**src/rtl/ppi_pkg.sv**
```systemverilog
package ppi_pkg;
    localparam int PORT_W = 8;
    localparam int HALF_W = PORT_W / 2;
    localparam int SEL_W  = $clog2(PORT_W);
    localparam int NHALF  = PORT_W / HALF_W;

    // control word bit positions (the host software decodes these)
    localparam int CW_KIND   = 7;
    localparam int CW_A_IN   = 4;
    localparam int CW_CU_IN  = 3;
    localparam int CW_B_IN   = 1;
    localparam int CW_CL_IN  = 0;

    localparam logic [PORT_W-1:0] CTRL_RESET = 8'h9B;

    typedef enum logic [1:0] {
        SEL_A    = 2'b00,
        SEL_B    = 2'b01,
        SEL_C    = 2'b10,
        SEL_CTRL = 2'b11
    } reg_sel_e;

    typedef struct packed {
        logic a_in;
        logic cu_in;
        logic b_in;
        logic cl_in;
    } dir_t;

    typedef struct packed {
        logic [PORT_W-1:0] ctrl;
        logic [PORT_W-1:0] lat_a;
        logic [PORT_W-1:0] lat_b;
        logic [PORT_W-1:0] lat_c;
    } port_state_t;

    function automatic dir_t ctrl_to_dir(input logic [PORT_W-1:0] cw);
        dir_t d;
        d.a_in  = cw[CW_A_IN];
        d.cu_in = cw[CW_CU_IN];
        d.b_in  = cw[CW_B_IN];
        d.cl_in = cw[CW_CL_IN];
        return d;
    endfunction
endpackage

```
**src/rtl/ppi_bus_decode.sv**
```systemverilog
module ppi_bus_decode
    import ppi_pkg::*;
(
    input  logic       cs_n,
    input  logic       rd_n,
    input  logic       wr_n,
    input  logic [1:0] addr,
    input  logic       kind_bit,
    input  logic [2:0] mode_fields,
    output logic       wr_a,
    output logic       wr_b,
    output logic       wr_c,
    output logic       wr_mode,
    output logic       wr_bit,
    output logic       rd_en
);
    logic     wr_sel;
    reg_sel_e sel;

    always_comb begin
        sel     = reg_sel_e'(addr);
        wr_sel  = ~cs_n & ~wr_n;
        rd_en   = ~cs_n & ~rd_n;
        wr_a    = wr_sel && (sel == SEL_A);
        wr_b    = wr_sel && (sel == SEL_B);
        wr_c    = wr_sel && (sel == SEL_C);
        // mode word accepted only when every mode-select field is zero
        wr_mode = wr_sel && (sel == SEL_CTRL) && kind_bit && (mode_fields == 3'b000);
        wr_bit  = wr_sel && (sel == SEL_CTRL) && !kind_bit;
    end
endmodule

```
**src/rtl/ppi_port_regs.sv**
```systemverilog
module ppi_port_regs
    import ppi_pkg::*;
(
    input  logic              clk,
    input  logic              rst,
    input  logic              wr_a,
    input  logic              wr_b,
    input  logic              wr_c,
    input  logic              wr_mode,
    input  logic              wr_bit,
    input  logic [PORT_W-1:0] wdata,
    output port_state_t       st_o
);
    port_state_t st_d, st_q;

    always_comb begin
        st_d = st_q;
        if (wr_a) st_d.lat_a = wdata;
        if (wr_b) st_d.lat_b = wdata;
        if (wr_c) st_d.lat_c = wdata;
        if (wr_mode) begin
            st_d.ctrl  = wdata;
            st_d.lat_a = '0;
            st_d.lat_b = '0;
            st_d.lat_c = '0;
        end
        if (wr_bit) begin
            st_d.lat_c[wdata[SEL_W:1]] = wdata[0];
        end
    end

    always_ff @(posedge clk) begin
        if (rst) begin
            st_q <= '{ctrl: CTRL_RESET, lat_a: '0, lat_b: '0, lat_c: '0};
        end else begin
            st_q <= st_d;
        end
    end

    assign st_o = st_q;
endmodule

```
**src/rtl/ppi_port_dir.sv**
```systemverilog
module ppi_port_dir
    import ppi_pkg::*;
(
    input  dir_t              dir,
    output logic [PORT_W-1:0] pa_oe,
    output logic [PORT_W-1:0] pb_oe,
    output logic [PORT_W-1:0] pc_oe
);
    logic [NHALF-1:0] c_in;

    assign c_in  = {dir.cu_in, dir.cl_in};
    assign pa_oe = {PORT_W{~dir.a_in}};
    assign pb_oe = {PORT_W{~dir.b_in}};

    for (genvar h = 0; h < NHALF; h++) begin : g_chalf
        assign pc_oe[h*HALF_W +: HALF_W] = {HALF_W{~c_in[h]}};
    end
endmodule

```
**src/rtl/ppi_read_mux.sv**
```systemverilog
module ppi_read_mux
    import ppi_pkg::*;
(
    input  logic [1:0]        addr,
    input  port_state_t       st,
    input  dir_t              dir,
    input  logic [PORT_W-1:0] pa_in,
    input  logic [PORT_W-1:0] pb_in,
    input  logic [PORT_W-1:0] pc_in,
    output logic [PORT_W-1:0] rdata
);
    logic [NHALF-1:0]  c_in;
    logic [PORT_W-1:0] a_val, b_val, c_val;

    assign c_in  = {dir.cu_in, dir.cl_in};
    assign a_val = dir.a_in ? pa_in : st.lat_a;
    assign b_val = dir.b_in ? pb_in : st.lat_b;

    for (genvar h = 0; h < NHALF; h++) begin : g_crd
        assign c_val[h*HALF_W +: HALF_W] = c_in[h] ? pc_in[h*HALF_W +: HALF_W]
                                                   : st.lat_c[h*HALF_W +: HALF_W];
    end

    always_comb begin
        unique case (reg_sel_e'(addr))
            SEL_A:    rdata = a_val;
            SEL_B:    rdata = b_val;
            SEL_C:    rdata = c_val;
            SEL_CTRL: rdata = st.ctrl;
            default:  rdata = '0;
        endcase
    end
endmodule

```
**src/rtl/ppi_port_top.sv**
```systemverilog
module ppi_port_top
    import ppi_pkg::*;
(
    input  logic              clk,
    input  logic              rst,
    input  logic              cs_n,
    input  logic              rd_n,
    input  logic              wr_n,
    input  logic [1:0]        addr,
    input  logic [PORT_W-1:0] din,
    output logic [PORT_W-1:0] dout,
    output logic              dout_oe,
    input  logic [PORT_W-1:0] pa_in,
    output logic [PORT_W-1:0] pa_out,
    output logic [PORT_W-1:0] pa_oe,
    input  logic [PORT_W-1:0] pb_in,
    output logic [PORT_W-1:0] pb_out,
    output logic [PORT_W-1:0] pb_oe,
    input  logic [PORT_W-1:0] pc_in,
    output logic [PORT_W-1:0] pc_out,
    output logic [PORT_W-1:0] pc_oe
);
    logic        wr_a, wr_b, wr_c, wr_mode, wr_bit, rd_en;
    port_state_t st;
    dir_t        dir;

    ppi_bus_decode u_dec (
        .cs_n        (cs_n),
        .rd_n        (rd_n),
        .wr_n        (wr_n),
        .addr        (addr),
        .kind_bit    (din[CW_KIND]),
        .mode_fields ({din[6:5], din[2]}),
        .wr_a        (wr_a),
        .wr_b        (wr_b),
        .wr_c        (wr_c),
        .wr_mode     (wr_mode),
        .wr_bit      (wr_bit),
        .rd_en       (rd_en)
    );

    ppi_port_regs u_regs (
        .clk     (clk),
        .rst     (rst),
        .wr_a    (wr_a),
        .wr_b    (wr_b),
        .wr_c    (wr_c),
        .wr_mode (wr_mode),
        .wr_bit  (wr_bit),
        .wdata   (din),
        .st_o    (st)
    );

    assign dir = ctrl_to_dir(st.ctrl);

    ppi_port_dir u_dir (
        .dir   (dir),
        .pa_oe (pa_oe),
        .pb_oe (pb_oe),
        .pc_oe (pc_oe)
    );

    ppi_read_mux u_rmux (
        .addr  (addr),
        .st    (st),
        .dir   (dir),
        .pa_in (pa_in),
        .pb_in (pb_in),
        .pc_in (pc_in),
        .rdata (dout)
    );

    assign dout_oe = rd_en;
    assign pa_out  = st.lat_a;
    assign pb_out  = st.lat_b;
    assign pc_out  = st.lat_c;
endmodule

```
**config.mk**
```make
export PLATFORM = sky130hd
export DESIGN_NAME = ppi_port_top
export DESIGN_NICKNAME = d
export VERILOG_FILES = /design/src/rtl/ppi_pkg.sv /design/src/rtl/ppi_bus_decode.sv /design/src/rtl/ppi_port_regs.sv /design/src/rtl/ppi_port_dir.sv /design/src/rtl/ppi_read_mux.sv /design/src/rtl/ppi_port_top.sv
export SDC_FILE = /design/constraint.sdc
export NUM_CORES = 1
export LEC_CHECK = 0
export ABC_AREA = 0
export CORE_MARGIN = 3
export CORE_UTILIZATION = 63
export CTS_CLUSTER_DIAMETER = 150
export DETAILED_ROUTE_END_ITERATION = 8
export DONT_BUFFER_PORTS = 1
export PLACE_DENSITY = 0.87
export REMOVE_ABC_BUFFERS = 1
export SETUP_SLACK_MARGIN = 0.5
export SLEW_MARGIN = 20
export SYNTH_ARGS = -nofsm -noshare
export SYNTH_HDL_FRONTEND = slang
export SYNTH_SLANG_ARGS = --single-unit
```
**constraint.sdc**
```tcl
create_clock -name clk -period 2.7 [get_ports clk]
set_clock_uncertainty 0.2 [all_clocks]
set_input_delay 0.54 -clock clk [delete_from_list [all_inputs] [get_ports clk]]
set_output_delay 0.54 -clock clk [all_outputs]
set_load 0.02 [all_outputs]
```
# Word level (Yosys, flattened, before mapping)
# Cells that the tools add are included.
# op_classes
order_cmp	2
n_eq_ne	3
muxes	11
n_bitwise	9
n_reduce_logical	12
# op_table
cell	n
2-to-1 mux 8 bit	5
case mux 8 bit (4 select lines)	1
bitwise mux 8 bit	1
logical AND 1 bit	8
2-to-1 mux 4 bit	2
NOT 1 bit	7
== test 2 bit (second input constant)	2
< comparator 3 x 4 -> 1 bit (second input constant)	1
demux 1 bit (select 3 bit)	1
greater-or-equal comparator 3 x 1 -> 1 bit (second input constant)	1
logical NOT 3 bit	1
bitwise AND 1 bit	2
== test 2 x 1 -> 1 bit (second input constant)	1
logical NOT 2 bit	1
OR reduction 2 bit	1
logical NOT 1 bit	1
2-to-1 mux 1 bit	1
# word_totals
register_bits	32
inputBits	39
wordCells	41

# Logic depth before layout (Yosys ltp)
# Gate-level depths: netlist (run 1).
# depth
word_depth	8
depth_mapped	6
mapped_depth_nobuf	4

# Hierarchy
# A second synthesis (run 1) with hierarchy kept.
# hier_totals
hier_cells	215
area_unflattened_um2	2143.3
# modules_own_cells
module	instances	cells_per_inst	area_each_um2	seq_area_each_um2
ppi_port_regs	1	125	1293.7	640.6
ppi_read_mux	1	58	624.3	0.0
ppi_port_dir	1	24	165.2	0.0
ppi_bus_decode	1	8	60.1	0.0

# Worst setup path before layout (run 1)
# No wires, ideal clock.
# synth_timing
path_kind	input -> output
from	input addr[1]
to	output dout[1]
arrival_ns	1.554
slack_ns	0.406
stages	4
cell_sequence	buf_6 > clkbuf_1 > o21ai_0 > o21ai_0
# synth_via
elab_chain_cells	2
# synth_lines
item	line_no	source
from (decl)	ppi_port_top.sv:9	input logic [1:0] addr,
== test 2 bit (tied with other cells)	ppi_read_mux.sv:25	unique case (reg_sel_e'(addr))
case mux 8 bit (4 select lines) (*)	ppi_read_mux.sv:25	
to (decl)	ppi_port_top.sv:11	output logic [PORT_W-1:0] dout,
# Mark *: on every way between the ends. The rest lies on a longest branch, timed or not.

# Final worst setup path (run 1)
# layout_timing
from	register u_regs.st_q (netlist bit u_regs.st_o[25])
to	output dout[5]
# layout_via
elab_chain_cells	2
# layout_lines
item	line_no	source
from (decl)	ppi_port_regs.sv:14	port_state_t st_d, st_q;
from (signal assigned)	ppi_port_regs.sv:34	st_q <= '{ctrl: CTRL_RESET, lat_a: '0, lat_b: '0, lat_c: '0};
from (signal assigned)	ppi_port_regs.sv:36	st_q <= st_d;
2-to-1 mux 8 bit	ppi_read_mux.sv:17	assign b_val = dir.b_in ? pb_in : st.lat_b;
case mux 8 bit (4 select lines)	ppi_read_mux.sv:25	
# Every way passes these cells.

==> results.md, run 1 <==
Status:
- The flow ran to the end, and the final reports show no timing, DRC or antenna violations.

Power and ir drop:
- Total power for the finished layout comes to approximately 970 µW.
- In this run the static leakage power is 0.864 nW.
- In this run the power density over the cells is 454 nW/µm².
- The maximum ir drop on the vdd rail is ~0.00045 V.

Min path:
- The path category of the worst min-delay check is in2reg.

Synthesis:
- The cell count after synthesis is 251.
- In this run, distinct cell masters in the synthesized netlist total 40.
- The average instance area after synthesis is 8.89 µm².
- The synthesized design contains 32 register bits.
- Sequential cells were found to cover 28.7% of the synthesized design area.
- The synthesized netlist occupies a cell area of 2230 µm².
- The synthesis warning total is 0.

Finish:
- The count of fill cells added during filler insertion is between 200 and 300.
- For this run, the post-layout net count is about 250.
- The repair_antennas step left the layout with diodes totalling 0.
- The final standard cell area without fillers is 2140 µm².
- The core occupancy in the finished layout is 66.9%.
- Summing all multi-input logic gate instances after layout gives 1210 µm².
- The register with the most flip-flops in the layout has 32 of them.
- In the final layout, flip-flops and latches occupy 657 µm².
- In the final layout, the share of cells above drive strength 1 is 24.6%.
- The layout overhead on the synthesized area is -3.93%.
- Once layout is complete, the cells apart from fillers number 255.
- The library cell used most frequently in the layout, excluding fill and tap cells, is sky130_fd_sc_hd__dfxtp_1.
- The top cell types in the final layout, fill and taps aside, are 27 x sky130_fd_sc_hd__dfxtp_1, 26 x sky130_fd_sc_hd__nand2_1, 17 x sky130_fd_sc_hd__mux2i_1, 15 x sky130_fd_sc_hd__a21oi_1, 14 x sky130_fd_sc_hd__nor2_1.

Drt:
- The total vias in the final route is between 1,500 and 2,000.
- The total routed wirelength is 5.21 mm.
- For this run, design rule violations remaining after detail routing come to 0.
- The count of nets left with antenna violations once routing finished came out at 0.
- Using the TritonRoute via totals, the vias-per-cell ratio works out to 6.29.
- For this run, the detailed router's first-pass iteration total came to 4.
- After detailed routing, the average wire length per cell comes to 20.4 µm.
- For this block, the initial DRC count from the detailed router was 137.

Place:
- The quantity of I/O buffers inserted on ports is 0.
- Detailed placement ended at an HPWL of 3.68 mm.
- Once placement completed, the tool counted placed cells totaling 242.
- Routability-driven placement finished with a final weighted congestion of 0.888.
- In this run the cell area measured after placement is 1920 µm².

Critical path:
- The startpoint type of the worst setup path is a register.
- The critical path is of the reg2out type.
- At the worst endpoint, the required time is about 2.0 ns.
- The maximum fanout along the worst path is 8.
- The arrival time of the worst setup path is 1.64 ns.
- The register-to-register path setup slack is approximately 1.5 ns.
- The worst setup path is captured at an output port.

Global route:
- The global-route wire length before repair is 8.18 mm.
- The number of antenna violations at the first check in global routing is 0.
- The largest net degree at the start of global routing is 23.
- For met2 alone, demand over resource in global routing was approximately two fifths.
- The number of global-route vias before repair was 1,558.
- The global route total overflow is 0.
- The overall fraction of global-route tracks in use is 25.5%.
- After global routing, the most crowded layer is met2.
- In the global route stage, met3 resource usage came out at around 8.2%.
- For this run, global-route usage on met1 was measured as 31.8%.

Timing:
- The slew of the pin with the lowest slew margin is 0.740 ns.
- Setup repair after global routing could not meet its margin everywhere.
- The time the worst path needs with I/O delays and setup is around 2.4 ns.
- Setup violations remaining at the end of the flow were counted as 0.
- The headroom to the max-slew limit is a little over 50%.
- The share of the clock period used by the worst path after layout is between 80% and 90%.
- The max-slew violation count was 0.
- The highest clock frequency the design can meet is roughly 420 MHz.
- The count of final hold-check violations is 0.

Clocking:
- The clock drives 32 sinks.
- TritonCTS created 5 clock buffers.
- Clock-pin slew was measured on the worst setup and hold paths at 0.11 ns.
- The total of hold buffers inserted after clock tree synthesis is 0.
- The maximum number of buffers from clock root to sink is 2.
- The H-tree was split into 2 levels.
- The clock reaches the later pin of the worst-skew pair after between 0.3 and 0.4 ns.
- TritonCTS built the clock tree.
- The buffer cell driving the clock tree root is sky130_fd_sc_hd__clkbuf_4.

Floorplan:
- The effective utilization at floorplan is a little over two thirds.
- The total number of placement rows is 20.
- In this run the horizontal extent of the chip is between 60 and 70 µm.
- In this run the standard cell core region covers 3200 µm².
- The die height is 65.5 µm.
- The number of top-level pins is 96.
- The area of the die is 4290 µm².

Run:
- Across the run, the number of max-cap violations was 0.
-- worst paths after layout --
path,to,startpoint,cells past startpoint
worst max-delay path,dout[5],u_regs.st_o[25]$_SDFFE_PP1P_,2
worst min-delay path,u_regs.st_o[6]$_SDFF_PP0_,rst,1
worst max register to register,u_regs.st_o[28]$_SDFFE_PP1P_,u_regs.st_o[28]$_SDFFE_PP1P_,4
worst min register to register,u_regs.st_o[31]$_SDFFE_PP1P_,u_regs.st_o[31]$_SDFFE_PP1P_,1
-- per-layer routing --
layer | share of wire, % | wire length [µm] | vias to the layer above
li1 | - | - | 752
met1 | 39 | 2030 | 765
met2 | 50 | 2620 | 82
met3 | 10 | 532 | 4
met4 | 0.71 | 37 | 0
met5 | 0 | 0 | -
-- cell type report --
type | count | share of cell area (%)
clock buffer | 6 | 1.93
timing repair buffer | 12 | 5.08
clock inverter | 2 | 1.63
sequential | 32 | 30.6
tap | 44 | 2.57
inverter | 9 | 1.58
multi-input combinational | 150 | 56.6
-- worst max-delay path, cell delays in order (launching register included) --
cell                      delay (ns)
sky130_fd_sc_hd__dfxtp_4        0.45
sky130_fd_sc_hd__mux2_4         0.32
sky130_fd_sc_hd__mux4_2         0.53
-- Yosys cell counts (all sizes together) --
cell	count	area (µm²)
nand4	6	37.5
inv	8	30.0
nor2b	1	6.26
nor2	14	52.6
mux4	5	113
nand3	6	30.0
or2	2	12.5
o221ai	2	17.5
dfxtp	32	641
and2	1	6.26
nor3b	3	22.5
o31ai	1	21.3
o311ai	2	17.5
or4	1	7.51
and4bb	1	12.5
nor3	3	15.0
or3b	2	17.5
clkinv	1	3.75
o32ai	1	8.76
o211ai	1	7.51
a21oi	17	85.1
a31oi	2	12.5
clkbuf	8	30.0
o21a	1	7.51
o31a	1	8.76
mux2i	17	170
and3	3	18.8
nand2b	1	6.26
nand4bb	1	11.3
nor4	1	21.3
nor4b	1	23.8
o21ai	5	25.0
buf	52	385
nand2	26	97.6
mux2	22	248
-- repair_timing --
item / 4_1_cts / 5_1_grt
buffers inserted: 4 / 1
pin swaps: 5 / 4
endpoints found under the setup margin: 8 / 24
resized for setup: 26 / 11
gates cloned: 0 / 0
-- kinds of logic after synthesis --
group | after synthesis | synth area share, %
mux | 44 | 23.8
buf+inv | 69 | 20.1
flops | 32 | 28.7
compound gates | 33 | 9.48
simple gates | 73 | 17.9
-- where the power goes --
group,switching [mW],internal (mW)
sequential,0.0180,0.476
clock,0.167,0.194
combinational,0.0587,0.0588
-- per-stage QoR --
stage,setup TNS (ns),hold WS (ns),setup WS (ns)
finish,0,0.0569,0.317
global route,0,0.0162,0.251
CTS,0,0.0387,0.297
detailed placement,0,0.231,0.442
global placement,0,0.218,0.452
floorplan,-0.0485,0.205,-0.0485
(Power assumes the default switching activity.)
==> run 2, diff against run 1 <==
CELL_PAD_IN_SITES_DETAIL_PLACEMENT = 1   (was unset)
CELL_PAD_IN_SITES_GLOBAL_PLACEMENT = 1   (was unset)
CORE_UTILIZATION = 45   (was 63)
PLACE_DENSITY = 0.86   (was 0.87)
SLEW_MARGIN = unset   (was 20)
==> run 2 against run 1 <==
Against the previous run:
- sequential cell count unchanged
- cell area up 2.1%
- cell count up 8.2%
- critical endpoint unchanged
- routed wire length up 17%
- largest cell class unchanged
- die area up 36%
- global-route usage down 4.2 points
- fmax up 2.7%
- first-iteration DRC count down 53%
==> results.md, run 2 (synthesized netlist as in run 1, its figures left out) <==
Critical path:
- The startpoint identified for the worst register-to-register timing path is u_regs.st_o[1]$_SDFF_PP0_.
- The category of the most critical setup path is reg2out.
- The register-to-register path setup slack is 1.50 ns (-0.02 ns).
- The cell depth of the worst flop-to-flop path is 3 (-1).
- The arrival time of the worst setup path was 1.58 ns (-0.06 ns).
- The critical path data required time is 1.96 ns (about the same).
- The maximum fanout along the worst path is 8 (unchanged).
- The startpoint type of the worst setup path is a register.
- STA classifies the critical path endpoint as an output port.
- In this run the critical register-to-register path is captured at u_regs.st_o[1]$_SDFF_PP0_.

Timing:
- The max-slew violation count came to 0 (unchanged).
- The highest clock frequency the design can meet is 431 MHz (+2.7%).
- The headroom to the max-slew limit was 46.0% (-4.3 points).
- The share of the clock period used by the worst path after layout is 86.0% (-2.3 points).
- The count of final hold-check violations came to 0 (unchanged).
- The slew of the pin with the lowest slew margin is 0.803 ns (+0.0637 ns).
- The time the worst path needs with I/O delays and setup is 2.32 ns (-0.0615 ns).
- The setup-violating endpoint count in the final report is 0 (unchanged).
- The total negative setup slack is 0 ns (unchanged).
- Setup repair after global routing could not meet its margin everywhere.

Finish:
- From synthesis to final layout, the design area changed by -1.91%.
- The count of placed standard cells in the final layout, fillers left out is 276 (+8.2%).
- The antenna diode count is 0 (unchanged).
- The net count reported at finish is 250 (+0.40%).
- The share of layout cells above drive strength 1 is 24.2% (-0.47 points).
- The top cell types in the final layout, fill and taps aside, are 26 x sky130_fd_sc_hd__nand2_1, 26 x sky130_fd_sc_hd__dfxtp_1, 17 x sky130_fd_sc_hd__mux2i_1, 16 x sky130_fd_sc_hd__a21oi_1, 14 x sky130_fd_sc_hd__nor2_1.
- The number of flip-flops under the largest register name is 32 (unchanged).
- The count of fill cells added during filler insertion is 529 (+92%).
- The final standard cell area without fillers is 2190 µm² (+2.1%).

Drt:
- The DRC violation total after the first TritonRoute iteration is 65 (-53%).
- The total vias in the final route is 1,604 (+0.062%).
- The post-detailed-route count of antenna-violating nets is 0 (unchanged).
- The total DRC errors in the routed layout is 0 (unchanged).
- The detailed-route vias per instance is 5.81 (-7.6%).
- The average wire per standard cell is 22.1 µm (+8.1%).
- The total routed wirelength is 6.10 mm (+17%).
- The number of detailed-routing iterations run before antenna repair came to 4 (unchanged).

Clocking:
- The total of hold buffers inserted after clock tree synthesis is 0 (unchanged).
- The clock-pin slew of the registers on the worst-case setup and hold paths is 0.06 ns (-0.05 ns).
- The insertion delay of the later-clocked pin in the worst-skew pair is 0.28 ns (-0.06 ns).
- The cell sitting at the root of the clock tree is a sky130_fd_sc_hd__clkbuf_8.
- The level count of the clock H-tree came to 2 (unchanged).
- The number of clock sinks seen by CTS is 32 (unchanged).
- The clock tree from TritonCTS is built.
- The maximum number of buffers from clock root to sink is 2 (unchanged).
- The TritonCTS buffer count is 5 (unchanged).

Floorplan:
- The total number of placement rows is 24 (+20%).
- The die extent in x is 76.4 µm (+17%).
- The core outline area is 4560 µm² (+43%).
- The area of the die is 5840 µm² (+36%).
- The die height came to 76.4 µm (+17%).
- The number of top-level pins is 96 (unchanged).
- The effective utilization at floorplan came to 48.9% (-21 points).

Global route:
- The global route total overflow came to 0 (unchanged).
- The number of antenna violations at the first check in global routing was 0 (unchanged).
- The number of global-route vias before repair is 1,733 (+11%).
- The largest net degree at the start of global routing came to 23 (unchanged).
- The overall fraction of global-route tracks in use is 21.3% (-4.2 points).
- The global-route wire length before repair is 9.72 mm (+19%).

Power and ir drop:
- The part of the total power dissipated in the clock network was 39.2% (+2.1 points).
- The power density over cell area was 462 nW/µm² (+1.9%).
- The cell leakage power came to 0.858 nW (-0.70%).
- The maximum ir drop on the vdd rail came to 0.000203 V (-55%).
- The net switching power of the design is 250 µW (+2.9%).
- The total power is 1.01 mW (+4.0%).
- The internal power summed over all cells is 761 µW (+4.4%).
- The proportion of power drawn by flip-flops and latches came to 48.9% (-1.9 points).
- The proportion of power drawn by combinational gates is 11.8% (-0.3 points).
- The net switching fraction of the power came to 24.8% (-0.26 points).

Min path:
- The path category of the worst min-delay check is in2reg.
- For hold timing, the worst endpoint is u_regs.st_o[3]$_SDFF_PP0_.
- In this run the most critical hold path is launched from rst.
- The cell count of the worst hold path is 1 (unchanged).

Place:
- The placed wire-length estimate came to 4.33 mm (+18%).
- The quantity of I/O buffers inserted on ports is 0 (unchanged).
- The post-detailed-placement cell area came to 1950 µm² (+1.4%).
- The cell total after placement came to 263 (+8.7%).
- The final weighted congestion in routability-driven placement was 0.851 (-4.1%).

Run:
- The number of maximum-capacitance violations was 0 (unchanged).

Status:
- The run finished with clean final reports.
-- run 2: cell types whose count changed in the layout (fill, tap and decap cells not counted), moves of 2 or more --
cell,previous run,this run
sky130_fd_sc_hd__buf_4,8,10
sky130_fd_sc_hd__clkbuf_4,5,0
sky130_fd_sc_hd__clkbuf_8,0,7
sky130_fd_sc_hd__mux2_1,10,13
sky130_fd_sc_hd__mux2_4,11,8
-- run 2: layout make-up --
class	instances	area (µm²)	share of cell area [%]
tap	65	81.3	3.72
sequential	32	658	30.1
clock buffer	7	96.3	4.40
multi-input combinational	150	1210	55.3
inverter	9	33.8	1.54
timing repair buffer	13	109	4.97
-- run 2: how the worst max path moves through the flow --
stage,from,end
floorplan,u_regs.st_o[25]$_SDFFE_PP1P_,dout[1]
global placement,u_regs.st_o[28]$_SDFFE_PP1P_,dout[2]
detailed placement,u_regs.st_o[28]$_SDFFE_PP1P_,dout[3]
CTS,u_regs.st_o[25]$_SDFFE_PP1P_,dout[5]
global route,u_regs.st_o[25]$_SDFFE_PP1P_,dout[5]
finish,u_regs.st_o[25]$_SDFFE_PP1P_,dout[5]
-- run 2: power groups by stage --
| stage | Sequential [mW] | Combinational [mW] | Clock (mW) |
|---|---|---|---|
| after CTS | 0.495 | 0.117 | 0.403 |
| after global routing | 0.496 | 0.127 | 0.424 |
| after global placement | 0.509 | 0.105 | 0 |
| after detailed placement | 0.509 | 0.108 | 0 |
| after floorplan | 0.506 | 0.0865 | 0 |
| final | 0.495 | 0.120 | 0.397 |
-- run 2: routing by layer --
metal / share of wire, % / vias to the layer above / wire (µm) / track usage [%]
met2: 50 / 62 / 3050 / 37.2
met5: 0 / - / 0 / 0
met4: 1.3 / 0 / 77 / 6.34
li1: - / 753 / - / -
met3: 7.5 / 8 / 456 / 8.04
met1: 41 / 781 / 2510 / 23.9
-- run 2: timing repair --
action	4_1_cts	5_1_grt
gates resized for setup	28	7
pin swaps	4	4
buffers inserted	6	0
endpoints found under the setup margin	8	16
cloned	0	0
-- run 2: critical path, cell delays in order (launching register included) --
cell                      delay [ns]
sky130_fd_sc_hd__dfxtp_4        0.44
sky130_fd_sc_hd__mux2_4         0.32
sky130_fd_sc_hd__mux4_2         0.53
-- run 2: stage by stage --
step	utilization (%)	hold slack [ns]	worst slack (ns)
CTS	47.4	0.108	0.371
floorplan	-	0.205	-0.0485
global route	47.9	0.0961	0.348
global placement	42.7	0.222	0.463
detailed placement	42.7	0.233	0.410
finish	47.9	0.113	0.379
==> run 3, diff against run 2 <==
ABC_AREA = 1   (was 0)
CORE_UTILIZATION = 43   (was 45)
PLACE_DENSITY = 0.88   (was 0.86)
==> run 3 against run 2 <==
Against the previous run:
- combinational power increased by 30%
- synthesized cell count rose by 37%
- worst setup slack better by 0.17 ns
- critical path type unchanged
==> results.md, run 3 <==
Critical path:
- The arrival time of the worst setup path is 1.41 ns (-0.17 ns).
- The maximum fanout along the worst path is 11 (+3).
- The signal on the critical path passes through inv_4 -> o21ai_0 -> o2111ai_2.
- On the critical path, the stage with the largest delay is an instance of sky130_fd_sc_hd__dfxtp_1.
- The register-to-register path setup slack came to 1.50 ns (about the same).
- The worst register-to-register path ends at u_regs.st_o[3]$_SDFF_PP0_.
- The cell depth of the worst flop-to-flop path was 6 (+3).
- The critical path data required time is 1.96 ns (about the same).
- The worst register-to-register path begins at u_regs.st_o[3]$_SDFF_PP0_.
- The sort of element at the end of the critical path is an output port.
- The delay of the slowest critical-path stage is 0.40 ns (-0.13 ns).
- The worst setup path is of the reg2out kind.
- The startpoint type of the worst setup path is a register.

Global route:
- The overall fraction of global-route tracks in use was 21.8% (+0.50 points).
- The number of antenna violations at the first check in global routing is 0 (unchanged).
- The global-route wire length before repair is 10.5 mm (+8.2%).
- The number of global-route vias before repair is 2,121 (+22%).
- The largest net degree at the start of global routing is 23 (unchanged).
- The global route total overflow is 0 (unchanged).

Drt:
- The detailed-route vias per instance is 5.42 (-6.7%).
- The total DRC errors in the routed layout came to 0 (unchanged).
- The total routed wirelength is 6.84 mm (+12%).
- The number of detailed-routing iterations run before antenna repair is 4 (unchanged).
- The total vias in the final route is 2,061 (+28%).
- The post-detailed-route count of antenna-violating nets is 0 (unchanged).
- Signal routing reaches up to met4.
- The routed metal-1 wire length is 2.81 mm (+12%).
- The detailed route wirelength on metal3 is 637 µm (+40%).
- The DRC violation total after the first TritonRoute iteration is 131 (+100%).
- The average wire per standard cell is 18.0 µm (-19%).
- The met2 routed wirelength is 3.30 mm (+8.1%).

Power and ir drop:
- The proportion of power drawn by flip-flops and latches was 47.1% (-1.8 points).
- The part of the total power dissipated in the clock network is 38.2% (-1.0 points).
- The cell leakage power is 0.940 nW (+9.5%).
- The proportion of power drawn by combinational gates is 14.7% (+2.9 points).
- The net switching power of the design was 302 µW (+21%).
- The maximum ir drop on the vdd rail is 0.000169 V (-17%).
- The internal power summed over all cells was 761 µW (about the same).
- The power density over cell area is 483 nW/µm² (+4.6%).
- The net switching fraction of the power is 28.4% (+3.7 points).

Clocking:
- The TritonCTS buffer count is 5 (unchanged).
- The clock tree from TritonCTS is built.
- The number of clock sinks seen by CTS is 32 (unchanged).
- The level count of the clock H-tree is 2 (unchanged).
- The maximum number of buffers from clock root to sink is 2 (unchanged).
- The insertion delay of the later-clocked pin in the worst-skew pair is 0.28 ns (about the same).
- The buffer cell driving the clock tree root is sky130_fd_sc_hd__clkbuf_8.
- The clock-pin slew of the registers on the worst-case setup and hold paths is 0.07 ns (about the same).

Finish:
- The antenna diode count is 0 (unchanged).
- The top cell types in the final layout, fill and taps aside, are 69 x sky130_fd_sc_hd__nand2_1, 42 x sky130_fd_sc_hd__nor2_1, 33 x sky130_fd_sc_hd__inv_1, 31 x sky130_fd_sc_hd__nand3_1, 28 x sky130_fd_sc_hd__dfxtp_1.
- The net count reported at finish came to 352 (+41%).
- The most frequent standard cell in the layout excluding fill and tap cells is sky130_fd_sc_hd__nand2_1.
- The number of flip-flops under the largest register name is 32 (unchanged).
- The layout overhead on the synthesized area is -2.82%.
- The share of layout cells above drive strength 1 is 15.7% (-8.5 points).

Min path:
- The cell count of the worst hold path is 2 (+1).
- The path category of the worst min-delay check is in2reg.
- The worst hold path begins at din[2].
- For hold timing, the worst endpoint is u_regs.st_o[10]$_SDFFE_PP0P_.

Timing:
- The slew of the pin with the lowest slew margin is 0.447 ns (-0.356 ns).
- The share of the clock period used by the worst path after layout is 79.7% (-6.3 points).
- The highest clock frequency the design can meet is 465 MHz (+7.9%).
- The worst-case hold slack came to 0.212 ns (+0.0994 ns).
- The final worst-path setup slack is 0.549 ns (+0.171 ns).
- The time the worst path needs with I/O delays and setup is 2.15 ns (-0.171 ns).
- Setup repair after global routing could not meet its margin everywhere.
- The max-slew violation count is 0 (unchanged).
- The setup-violating endpoint count in the final report was 0 (unchanged).
- The count of final hold-check violations is 0 (unchanged).
- The headroom to the max-slew limit is 70.4% (+24 points).

Place:
- The worst slack at placement is 0.489 ns (+0.0786 ns).
- The quantity of I/O buffers inserted on ports came to 0 (unchanged).
- The placed wire-length estimate is 5.22 mm (+21%).
- The final weighted congestion in routability-driven placement came to 0.854 (+0.31%).

Synthesis:
- The proportion of synthesized flip-flops having asynchronous set or reset was 0% (unchanged).
- The average instance area after synthesis is 6.58 µm² (-26%).
- The cell count after synthesis is 344 (+37%).
- After synthesis, the most frequently instantiated cells are 69 x sky130_fd_sc_hd__nand2_1, 48 x sky130_fd_sc_hd__buf_4, 44 x sky130_fd_sc_hd__nor2_1.
- Among all cell types in the netlist, the one instantiated most often is sky130_fd_sc_hd__nand2_1.
- The number of different library cells in the post-synthesis netlist is 27 (-33%).
- The sequential area share after synthesis is 28.3% (-0.41 points).
- The share of Yosys cell area claimed by the top area cell type came to 28.3% (-0.41 points).
- The most common flop cell mapped by yosys is sky130_fd_sc_hd__dfxtp_1.
- The number of enable flip-flop cells after synthesis is 0 (unchanged).
- The largest total area in the synthesized netlist belongs to sky130_fd_sc_hd__dfxtp_1.
- The synthesis warning total came to 0 (unchanged).
- By area the synthesized netlist is led by sky130_fd_sc_hd__dfxtp_1 28%, sky130_fd_sc_hd__buf_4 16%, sky130_fd_sc_hd__nand2_1 11%.
- The post-synth design cell area is 2260 µm² (+1.5%).
- The post-synthesis register bit count came to 32 (unchanged).

Floorplan:
- The area of the die is 6170 µm² (+5.7%).
- The effective utilization at floorplan is 46.1% (-2.8 points).
- The total number of placement rows was 25 (+4.2%).
- The die height is 78.6 µm (+2.8%).
- The number of top-level pins is 96 (unchanged).
- The die extent in x is 78.6 µm (+2.8%).
- The core outline area is 4910 µm² (+7.6%).

Run:
- The number of maximum-capacitance violations is 0 (unchanged).

Status:
- The flow ran to the end, and the final reports show no timing, DRC or antenna violations.
-- run 3: how the worst max path moves through the flow --
stage / from / end / slack [ns]
global placement: addr[0] / dout[1] / 0.58
finish: u_regs.st_o[28]$_SDFFE_PP1P_ / dout[3] / 0.55
CTS: u_regs.st_o[28]$_SDFFE_PP1P_ / dout[2] / 0.50
global route: u_regs.st_o[1]$_SDFF_PP0_ / dout[1] / 0.45
detailed placement: addr[0] / dout[1] / 0.49
floorplan: u_regs.st_o[25]$_SDFFE_PP1P_ / dout[1] / -0.40
-- run 3: logic make-up (layout without fill, tap and decap cells) --
group	after synthesis	in the layout	synth area share [%]
simple gates	158	158	31.3
buf+inv	94	63	24.7
compound gates	60	60	15.7
flops	32	32	28.3
-- run 3: final cells by class --
cell class,count,area [µm²]
inverters,39,156
flip-flops and latches,32,648
fillers,656,2710
repair buffers,17,139
multi-input cells,218,1080
clock buffers,7,96.3
well taps,67,83.8
-- run 3: stage by stage --
stage | area (µm²) | cells | utilization, % | setup TNS, ns | total power, mW
after floorplan | 1850 | 289 | - | -2.86 | 0.615
after global routing | 2200 | 380 | 44.8 | 0 | 1.11
final | 2200 | 380 | 44.8 | 0 | 1.06
after global placement | 2060 | 372 | 41.9 | 0 | 0.660
after detailed placement | 2060 | 372 | 41.9 | 0 | 0.664
after CTS | 2160 | 380 | 44.1 | 0 | 1.07
-- run 3: power groups by stage --
| stage | Clock (mW) | Combinational (mW) | Sequential (mW) |
|---|---|---|---|
| finish | 0.406 | 0.156 | 0.501 |
| floorplan | 0 | 0.105 | 0.510 |
| global placement | 0 | 0.147 | 0.513 |
| global route | 0.434 | 0.173 | 0.502 |
| CTS | 0.411 | 0.154 | 0.502 |
| detailed placement | 0 | 0.151 | 0.513 |
-- run 3: routing by layer --
layer	vias to the layer above	global-route usage, %
li1	1008	-
met1	959	25.6
met2	84	36.7
met3	10	7.45
met4	0	7.52
met5	-	0
-- run 3: worst max-delay path, delay by kind of cell (launching register included) --
family | cells | cell delay, ns
buffers and inverters | 1 | 0.13
AOI/OAI and AO/OA | 2 | 0.59
DFF | 1 | 0.40
-- run 3: repair_timing --
action | in CTS | in global routing
setup buffers | 1 | 0
hold buffers | 0 | 0
gates resized for setup | 3 | 19
endpoints found under the setup margin | 8 | 8
pin swaps | 1 | 3
